`config.mk`:
```
export PLATFORM = sky130hd
export DESIGN_NAME = cmdSerialSlave
export DESIGN_NICKNAME = d
export VERILOG_FILES = /design/src/rtl/cmdslv_pkg.sv /design/src/rtl/cmdslvCtrl.sv /design/src/rtl/cmdslvData.sv /design/src/rtl/cmdSerialSlave.sv
export SDC_FILE = /design/constraint.sdc
export NUM_CORES = 1
export LEC_CHECK = 0
export BUFFER_PORTS_ARGS = -buffer_cell sky130_fd_sc_hd__buf_2
export CAP_MARGIN = 20
export CORE_UTILIZATION = 45
export CTS_CLUSTER_SIZE = 28
export DETAILED_ROUTE_END_ITERATION = 16
export PLACE_DENSITY = 0.7
export SETUP_SLACK_MARGIN = 0.15
export SLEW_MARGIN = 15
export SYNTH_ARGS = -nofsm -noshare
export SYNTH_HDL_FRONTEND = slang
export SYNTH_HIERARCHICAL = 1
export SYNTH_SLANG_ARGS = --single-unit
```
`constraint.sdc`:
```
create_clock -name clk -period 2.69 [get_ports clk]
set_input_delay 0.807 -clock clk [delete_from_list [all_inputs] [get_ports clk]]
set_output_delay 0.807 -clock clk [all_outputs]
set_load 0.02 [all_outputs]
```
`src/rtl/cmdslv_pkg.sv`:
```
package cmdslv_pkg;
  localparam int DW = 24;
  localparam int AW = 3;
  localparam int CW = $clog2(DW + 1);

  typedef enum logic [1:0] {
    PH_CMD = 2'd0,
    PH_WR  = 2'd1,
    PH_RD  = 2'd2
  } phase_e;

  typedef struct packed {
    logic          load;
    logic          shiftIn;
    logic          shiftOut;
    logic          capture;
    logic          rdyClr;
    logic          outOn;
    logic [CW-1:0] len;
    logic [AW-1:0] addr;
  } dpCtl_t;

  function automatic logic [CW-1:0] regLen(input logic [AW-1:0] a);
    case (a)
      3'd0:    regLen = CW'(8);
      3'd2:    regLen = CW'(16);
      3'd4:    regLen = CW'(8);
      default: regLen = CW'(24);
    endcase
  endfunction
endpackage

```
`src/rtl/cmdslvCtrl.sv`:
```
module cmdslvCtrl
  import cmdslv_pkg::*;
#(
  parameter logic [AW-1:0] DATA_ADDR = 3'd1,
  parameter logic [7:0]    EXIT_CODE = 8'h30,
  parameter logic [7:0]    NOP_CODE  = 8'hFF
) (
  input  logic          clk,
  input  logic          rstN,
  input  logic          sclkIn,
  input  logic          csN,
  input  logic          dinIn,
  input  logic          polSel,
  input  logic [7:0]    inLow,
  output logic          dinS,
  output dpCtl_t        ctl,
  output logic [AW-1:0] rfAddr,
  output logic          rfWrEn
);
  logic [2:0]    sclkQ;
  logic [1:0]    dinQ;
  logic [1:0]    csQ;
  logic          csS;
  logic          driveEv;
  logic          sampleEv;
  phase_e        phase;
  logic [CW-1:0] bitCnt;
  logic [CW-1:0] len;
  logic          lastBit;
  logic [AW-1:0] addrQ;
  logic          contQ;
  logic          loadPend;
  logic          wrEnQ;

  // normalise the clock so that its idle level is always 0
  always_ff @(posedge clk) begin
    if (!rstN) begin
      sclkQ <= '0;
      dinQ  <= '0;
      csQ   <= 2'b11;
    end else begin
      sclkQ <= {sclkQ[1:0], sclkIn ^ polSel};
      dinQ  <= {dinQ[0], dinIn};
      csQ   <= {csQ[0], csN};
    end
  end

  always_comb begin
    csS      = csQ[1];
    dinS     = dinQ[1];
    driveEv  = sclkQ[1] & ~sclkQ[2] & ~csS;
    sampleEv = ~sclkQ[1] & sclkQ[2] & ~csS;
    len      = (phase == PH_CMD) ? CW'(8) : regLen(addrQ);
    lastBit  = (bitCnt == len - 1'b1);
  end

  always_ff @(posedge clk) begin
    if (!rstN) begin
      phase    <= PH_CMD;
      bitCnt   <= '0;
      addrQ    <= '0;
      contQ    <= 1'b0;
      loadPend <= 1'b0;
      wrEnQ    <= 1'b0;
    end else begin
      loadPend <= 1'b0;
      wrEnQ    <= 1'b0;
      if (csS) begin
        phase  <= PH_CMD;
        bitCnt <= '0;
        contQ  <= 1'b0;
      end else if (sampleEv) begin
        if (!lastBit) begin
          bitCnt <= bitCnt + 1'b1;
        end else begin
          bitCnt <= '0;
          case (phase)
            PH_CMD: begin
              if (inLow != NOP_CODE) begin
                addrQ <= inLow[AW-1:0];
                if (inLow[6]) begin
                  phase    <= PH_RD;
                  contQ    <= inLow[5];
                  loadPend <= 1'b1;
                end else begin
                  phase <= PH_WR;
                end
              end
            end
            PH_WR: begin
              wrEnQ <= 1'b1;
              phase <= PH_CMD;
            end
            default: begin
              if (contQ && inLow != EXIT_CODE) begin
                loadPend <= 1'b1;
              end else begin
                contQ <= 1'b0;
                phase <= PH_CMD;
              end
            end
          endcase
        end
      end
    end
  end

  always_comb begin
    ctl.load     = loadPend;
    ctl.shiftIn  = sampleEv;
    ctl.shiftOut = driveEv & (phase == PH_RD);
    ctl.capture  = sampleEv & lastBit & (phase == PH_WR);
    ctl.rdyClr   = sampleEv & lastBit & (phase == PH_RD) & (addrQ == DATA_ADDR);
    ctl.outOn    = (phase == PH_RD);
    ctl.len      = regLen(addrQ);
    ctl.addr     = addrQ;
    rfAddr       = addrQ;
    rfWrEn       = wrEnQ;
  end
endmodule

```
`src/rtl/cmdslvData.sv`:
```
module cmdslvData
  import cmdslv_pkg::*;
#(
  parameter logic [AW-1:0] STATUS_ADDR = 3'd0
) (
  input  logic          clk,
  input  logic          rstN,
  input  logic          dinS,
  input  dpCtl_t        ctl,
  input  logic [DW-1:0] rfRdData,
  input  logic          newResult,
  output logic [7:0]    inLow,
  output logic [DW-1:0] rfWrData,
  output logic          doutOut,
  output logic          doutOe,
  output logic          resultReadyN
);
  logic [DW-1:0] inShift;
  logic [DW-1:0] inNext;
  logic [DW-1:0] outShift;
  logic [DW-1:0] rdVal;
  logic [DW-1:0] lenMask;
  logic          outBit;
  logic          readyQ;
  logic [DW-1:0] wrDataQ;

  always_comb begin
    inNext  = {inShift[DW-2:0], dinS};
    inLow   = inNext[7:0];
    lenMask = ~({DW{1'b1}} << ctl.len);
    rdVal   = rfRdData;
    if (ctl.addr == STATUS_ADDR) rdVal[7] = readyQ;
  end

  always_ff @(posedge clk) begin
    if (!rstN) begin
      inShift  <= '0;
      outShift <= '0;
      outBit   <= 1'b0;
      readyQ   <= 1'b0;
      wrDataQ  <= '0;
    end else begin
      if (ctl.shiftIn) inShift <= inNext;
      if (ctl.capture) wrDataQ <= inNext & lenMask;
      if (ctl.load) begin
        outShift <= rdVal << (DW - int'(ctl.len));
        outBit   <= 1'b0;
      end else if (ctl.shiftOut) begin
        outBit   <= outShift[DW-1];
        outShift <= outShift << 1;
      end
      if (newResult)       readyQ <= 1'b1;
      else if (ctl.rdyClr) readyQ <= 1'b0;
    end
  end

  always_comb begin
    rfWrData     = wrDataQ;
    doutOe       = ctl.outOn;
    doutOut      = ctl.outOn & outBit;
    resultReadyN = ~readyQ;
  end
endmodule

```
`src/rtl/cmdSerialSlave.sv`:
```
module cmdSerialSlave
  import cmdslv_pkg::*;
#(
  parameter logic [AW-1:0] STATUS_ADDR = 3'd0,
  parameter logic [AW-1:0] DATA_ADDR   = 3'd1,
  parameter logic [7:0]    EXIT_CODE   = 8'h30,
  parameter logic [7:0]    NOP_CODE    = 8'hFF
) (
  input  logic          clk,
  input  logic          rstN,
  input  logic          sclkIn,
  input  logic          csN,
  input  logic          dinIn,
  input  logic          polSel,
  input  logic          newResult,
  input  logic [DW-1:0] rfRdData,
  output logic          doutOut,
  output logic          doutOe,
  output logic          resultReadyN,
  output logic [AW-1:0] rfAddr,
  output logic [DW-1:0] rfWrData,
  output logic          rfWrEn
);
  dpCtl_t     ctl;
  logic       dinS;
  logic [7:0] inLow;

  cmdslvCtrl #(
    .DATA_ADDR(DATA_ADDR),
    .EXIT_CODE(EXIT_CODE),
    .NOP_CODE (NOP_CODE)
  ) uCtrl (
    .clk   (clk),
    .rstN  (rstN),
    .sclkIn(sclkIn),
    .csN   (csN),
    .dinIn (dinIn),
    .polSel(polSel),
    .inLow (inLow),
    .dinS  (dinS),
    .ctl   (ctl),
    .rfAddr(rfAddr),
    .rfWrEn(rfWrEn)
  );

  cmdslvData #(
    .STATUS_ADDR(STATUS_ADDR)
  ) uData (
    .clk         (clk),
    .rstN        (rstN),
    .dinS        (dinS),
    .ctl         (ctl),
    .rfRdData    (rfRdData),
    .newResult   (newResult),
    .inLow       (inLow),
    .rfWrData    (rfWrData),
    .doutOut     (doutOut),
    .doutOe      (doutOe),
    .resultReadyN(resultReadyN)
  );
endmodule

```
==> results of run 1 <==
## worst reg2reg max path: cells and delay by family, from the launching register on
family | cells | cell delay (ps)
AND/OR/NAND/NOR | 4 | 1230
AO/OA/AOI/OAI | 2 | 420
flip-flops | 1 | 360
buffers and inverters | 2 | 280
## metal layers
metal / up-vias / wire [um] / track usage (%) / part of all wire [%]
met4: 0 / 623 / 11.6 / 4.0
met3: 43 / 917 / 5.43 / 5.9
li1: 2464 / - / - / -
met5: - / 0 / 0 / 0
met2: 194 / 7350 / 39.8 / 47
met1: 2479 / 6740 / 29.6 / 43
## state kept, by name, indices dropped and copies added (netlist names)
register	count
uData/readyQ	1
uCtrl/rfAddr	3
uCtrl/sclkQ	3
uCtrl/csQ	2
uCtrl/contQ	1
uCtrl/rfWrEn	1
uData/outBit	1
uCtrl/dinQ	2
uCtrl/bitCnt	5
uCtrl/phase	2
uData/outShift	24
uData/inShift	23
uData/rfWrData	24
uCtrl/loadPend	1
## final cells by class
| cell class | count | area (um2) | area share [%] |
|---|---|---|---|
| multi-input cells | 479 | 3470 | 54.2 |
| flip-flops and latches | 93 | 1860 | 29.1 |
| repair buffers | 78 | 479 | 7.48 |
| clock buffers | 10 | 229 | 3.57 |
| well taps | 172 | 215 | 3.36 |
| inverters | 23 | 86.3 | 1.35 |
| clock inverters | 5 | 60.1 | 0.938 |
## cells in the mapped netlist (12+ instances only)
cell	count	area share, %
nand3_1	22	1.9
nand2_1	27	1.8
nand2b_1	25	2.7
o21a_1	12	1.6
mux2i_1	40	6.9
a21oi_1	22	1.9
clkbuf_1	31	2.0
and2_1	14	1.5
nor2b_1	31	3.4
buf_4	17	2.2
mux4_2	12	4.7
inv_1	22	1.4
nor2_1	33	2.1
dfxtp_1	93	32
buf_2	13	1.1
o21ai_0	51	4.4
a21boi_0	16	2.1
## placed cells by master (no fill, tap or decap), drive strengths merged, types with 24 or more instances in the layout
cell	netlist	final
inv	23	24
buf	39	77
o21ai	55	55
nor2	34	34
dfxtp	93	93
nor2b	31	31
mux2i	40	40
nand2	27	27
nand2b	25	25
## final timing paths
kind | from | end | slack [ps] | depth (start not counted)
worst max register to register | uCtrl/rfAddr[0] | uData/rfWrData[8] | 280 | 8
worst max-delay path | uCtrl/rfAddr[0] | uData/rfWrData[8] | 280 | 8
worst min-delay path | uCtrl/csQ[0] | uCtrl/csQ[1] | 420 | 1
worst min register to register | uCtrl/csQ[0] | uCtrl/csQ[1] | 420 | 1
## power by group through the flow
| stage | clock [uW] | sequential, uW | combinational [uW] |
|---|---|---|---|
| floorplan | 0 | 1420 | 306 |
| global placement | 0 | 1420 | 374 |
| finish | 1270 | 1390 | 418 |
| CTS | 1310 | 1390 | 377 |
| global route | 1360 | 1390 | 446 |
| detailed placement | 0 | 1420 | 376 |
## per-stage QoR
stage / instance area [um2] / std cells / util [%] / hold WS [ps]
floorplan: 5790 / 665 / - / 386
global placement: 6050 / 842 / 48.2 / 392
detailed placement: 6050 / 842 / 48.2 / 399
CTS: 6340 / 857 / 50.5 / 414
global route: 6410 / 860 / 51.0 / 440
finish: 6410 / 860 / 51.0 / 419
## cells by family (layout without fill, tap and decap cells)
| logic type | after synthesis | in the layout | synth area share, % |
|---|---|---|---|
| and+or+nand+nor | 203 | 203 | 19.7 |
| AOI/OAI and AO/OA | 198 | 198 | 24.1 |
| DFF | 93 | 93 | 32.2 |
| buffers and inverters | 93 | 116 | 8.08 |
| muxes | 62 | 62 | 13.6 |
| xor gates and xnor gates | 8 | 8 | 1.21 |
| adders and majority gates | 5 | 5 | 1.08 |
| other | 1 | 3 | 0.0650 |
## repair_timing
item / 4_1_cts / 5_1_grt
setup endpoints to repair: 0 / 22
resized for setup: 0 / 3
hold buffers: 0 / 0
setup buffers: 0 / 1
==> flow_metrics.tcl, run 1 <==
set metrics [dict create \
    slowest_stage "or4b_1" \
    drt_pass1_iterations 4 \
    power.internal_uw 2270 \
    wire_per_inst_um 18.2 \
    die_area_um2 13300 \
    cts_max_path_buffers 2 \
    syn_area_um2 5770 \
    finalCritPeriodShare_pct 89.6 \
    ys.flop_type "dfxtp_1" \
    synth_edf_count 0 \
    hp-class "register to register" \
    dpl_worst_slack_ps 202 \
    core_area_um2 12600 \
    arrival_ps 2650 \
    ir_drop_mv 0.382 \
    synth_seq_cells 93 \
    clk_pin_slew_ps 70 \
    die-width_um 115 \
    syn_area_per_cell_um2 8.71 \
    critPathLaunchType "register" \
    slew_viol_final 0 \
    worstMarginPinSlew_ps 910 \
    critPathBufInv 2 \
    min_period_ps 2410 \
    powerDensity_nw_per_um2 481 \
    p_switching_uw 813 \
    p_comb_share_pct 13.6 \
    grt_first_pass_wirelength_um 24800 \
    cts_max_level 3 \
    seq_area_frac_synth_pct 32.2 \
    synth_cell_types 74 \
    outcome "completed" \
    worst_slack_ps 281 \
    ys_warn_count 6 \
    vias 5180 \
    num_rows 41 \
    hold_viol 0 \
    p_sw_share_pct 26.4 \
    finalSetupViolCount 0 \
    total_power_uw 3080 \
    cts_tree "done" \
    antenna_found_initial 0 \
    wirelength_um 15600 \
    areaGrowthSynthToFinish_pct 11.0 \
    cts_made_buffers 9 \
    pin_count 62 \
    grt_max_degree 48 \
    power_leakage_uw 0.00233 \
    crit_chain "or3b_4, or4b_1, a31o_2, nor2_4, buf_12, clkbuf_16, o22ai_1, and2_1" \
    path_max_fanout 23 \
    clock_latency_ps 350 \
    slew_headroom_pct 38.9 \
    fillerInstances 1192 \
    grt_use_total_pct 24.0 \
    cts_root_buf "clkbuf_16" \
    rsz0062_at_grt "false" \
    clock_power_share_pct 41.4 \
    end_kind "register" \
    die_h_um 115 \
    setup_tns_ps 0 \
    numClockSinks 93 \
    grt_pass1_vias 4883 \
    maxCapViolations 0 \
    diodes 0 \
    max_freq_mhz 415 \
    post-route-drc-count 0 \
    postSynthCellCount 663 \
    drtIter0Drc 444 \
    crit_type "register to register" \
    place_congestion 0.924 \
    nNetsFinal 720 \
    antenna_left 0 \
    clock_skew_ps 12.0 \
    initial_core_util_pct 45.9 \
    seqPwrFrac_pct 45.1 \
    path_delay_family "simple AND/OR/NAND/NOR gates" \
    max_stage_delay_ps 500 \
    grt_overflow_total 0 \
    port-buffer-count 61 \
    viasPerCell 6.02 \
    required_ps 2930 \
    hpwlAfterDp_um 10700 \
    async_reset_ff_share_pct 0 \
    layout-drive-gt1-share_pct 20.1 \
]
Note: power is estimated with default switching activity, not from simulation.
==> run 2: changes to the inputs <==
Settings changed: CORE_UTILIZATION 45 to 54, PLACE_DENSITY 0.7 to 0.81.
==> run 2 against run 1 <==
  * Register-to-register slack is essentially flat
  * Clock skew is 3.7 ps higher
  * Maximum frequency increased by 0.32%
  * Routed wire length grew 0.65%
  * Critical path type unchanged
==> flow_metrics.tcl, run 2 (synthesized netlist as in run 1, its figures left out) <==
set metrics [dict create \
    place_congestion 0.973 \
    wire_per_inst_um 19.1 \
    cts_made_buffers 9 \
    final_common_cell "dfxtp_1" \
    core_area_um2 10300 \
    power_leakage_uw 0.00229 \
    viasPerCell 6.52 \
    maxCapViolations 0 \
    powerDensity_nw_per_um2 439 \
    diodes 0 \
    areaGrowthSynthToFinish_pct 8.71 \
    cts_root_buf "clkbuf_8" \
    path_max_fanout 23 \
    crit_type "register to register" \
    layout-drive-gt1-share_pct 20.3 \
    required_ps 2990 \
    arrival_ps 2710 \
    hold_viol 0 \
    finalCritPeriodShare_pct 89.3 \
    reg2reg_from "uCtrl/rfAddr[0]" \
    max_freq_mhz 416 \
    worst_slack_ps 288 \
    whs_path_depth 1 \
    finalInstanceArea_um2 6280 \
    slew_viol_final 0 \
    holdBufCountCts 0 \
    finalSetupViolCount 0 \
    antenna_found_initial 0 \
    grt_use_total_pct 28.3 \
    clock_skew_ps 15.8 \
    dpl_worst_slack_ps 187 \
    grt_first_pass_wirelength_um 25200 \
    die_area_um2 11100 \
    r2r_setup_slack_ps 290 \
    critPathLaunchType "register" \
    drtIter0Drc 458 \
    cts_tree "done" \
    min_period_ps 2400 \
    post-route-drc-count 0 \
    fillerInstances 860 \
    grt_pass1_vias 5039 \
    pin_count 62 \
    grt_max_degree 66 \
    vias 5380 \
    port-buffer-count 61 \
    nNetsFinal 720 \
    drt_pass1_iterations 5 \
    cts_max_path_buffers 2 \
    antenna_left 0 \
    end_kind "register" \
    reg2reg_depth 8 \
    die-width_um 105 \
    clk_pin_slew_ps 100 \
    dpl_cell_area_um2 6020 \
    clock_latency_ps 380 \
    setup_tns_ps 0 \
    grt_overflow_total 0 \
    wirelength_um 15700 \
    hold_path_end "uCtrl/csQ[1]" \
    reg2reg_to "uData/rfWrData[3]" \
    rsz0062_at_grt "false" \
    hpwlAfterDp_um 10900 \
    cts_max_level 3 \
    hp-class "register to register" \
    ir_drop_mv 0.214 \
    die_h_um 105 \
    worstMarginPinSlew_ps 850 \
    final_cell_mix "dfxtp_1, buf_2, o21ai_0" \
    outcome "completed" \
    slew_headroom_pct 42.9 \
    initial_core_util_pct 55.9 \
    num_rows 37 \
    hp-start "uCtrl/csQ[0]" \
    numClockSinks 93 \
]
==> run 2: cell types whose count changed in the layout (fill, tap and decap cells not counted) <==
cell       previous run  this run
clkinv_2              1         0
clkbuf_1              1         0
clkbuf_16            10         1
o21ai_0              51        50
bufinv_16             1         0
clkinv_8              0         2
clkbuf_8              0         9
o21ai_1               4         5
inv_8                 0         2
==> run 2: worst max path at each step <==
stage | start | end | slack [ps]
after detailed placement | uCtrl/rfAddr[1] | uData/rfWrData[1] | 190
after CTS | uCtrl/rfAddr[1] | uData/rfWrData[1] | 170
after global placement | uCtrl/rfAddr[1] | uData/rfWrData[13] | 320
final | uCtrl/rfAddr[0] | uData/rfWrData[3] | 290
after floorplan | uCtrl/rfAddr[1] | uData/rfWrData[2] | 220
after global routing | uCtrl/phase[1] | uData/outShift[23] | 160
==> run 2: routing by layer <==
metal	GRT usage, %	wire (um)	vias up
met2	46.4	7320	300
met4	11.4	514	0
li1	-	-	2476
met3	5.50	1320	61
met1	36.6	6580	2543
met5	0	0	-
==> run 2: report_power, final <==
part           leakage, uW  total (uW)  switching, uW  internal [uW]
Sequential        0.000751        1390           3.92           1380
Clock            0.0000994         945            576            369
Combinational      0.00144         426            259            167
Total              0.00229        2760            839           1920
==> run 2: layout make-up <==
cell class	instances	area [um2]	share of cell area [%]
Clock inverter	7	80.1	1.28
Inverter	23	86.3	1.38
Multi-Input combinational cell	479	3470	55.3
Clock buffer	9	124	1.97
Timing Repair Buffer	78	479	7.64
Tap cell	136	170	2.71
Sequential cell	93	1860	29.7
==> run 2: repair_timing <==
action | 4_1_cts | 5_1_grt
resized for setup | 0 | 4
setup buffers | 0 | 1
endpoints found under the setup margin | 0 | 25
==> run 2: worst max-delay path, stage by stage, from the launching register on <==
cell	delay, ps
dfxtp_1	380
or3b_4	410
or4b_1	500
a31o_2	330
nor2_4	140
buf_4	140
clkbuf_16	170
o211ai_1	90
a21boi_0	180
==> run 2: through the flow <==
step | total power (uW) | hold WS (ps) | std cells | utilization [%]
global placement | 1790 | 393 | 806 | 58.3
detailed placement | 1790 | 402 | 806 | 58.3
global route | 2850 | 446 | 825 | 60.8
finish | 2760 | 420 | 825 | 60.8
CTS | 2720 | 426 | 822 | 60.3
floorplan | 1720 | 386 | 665 | -
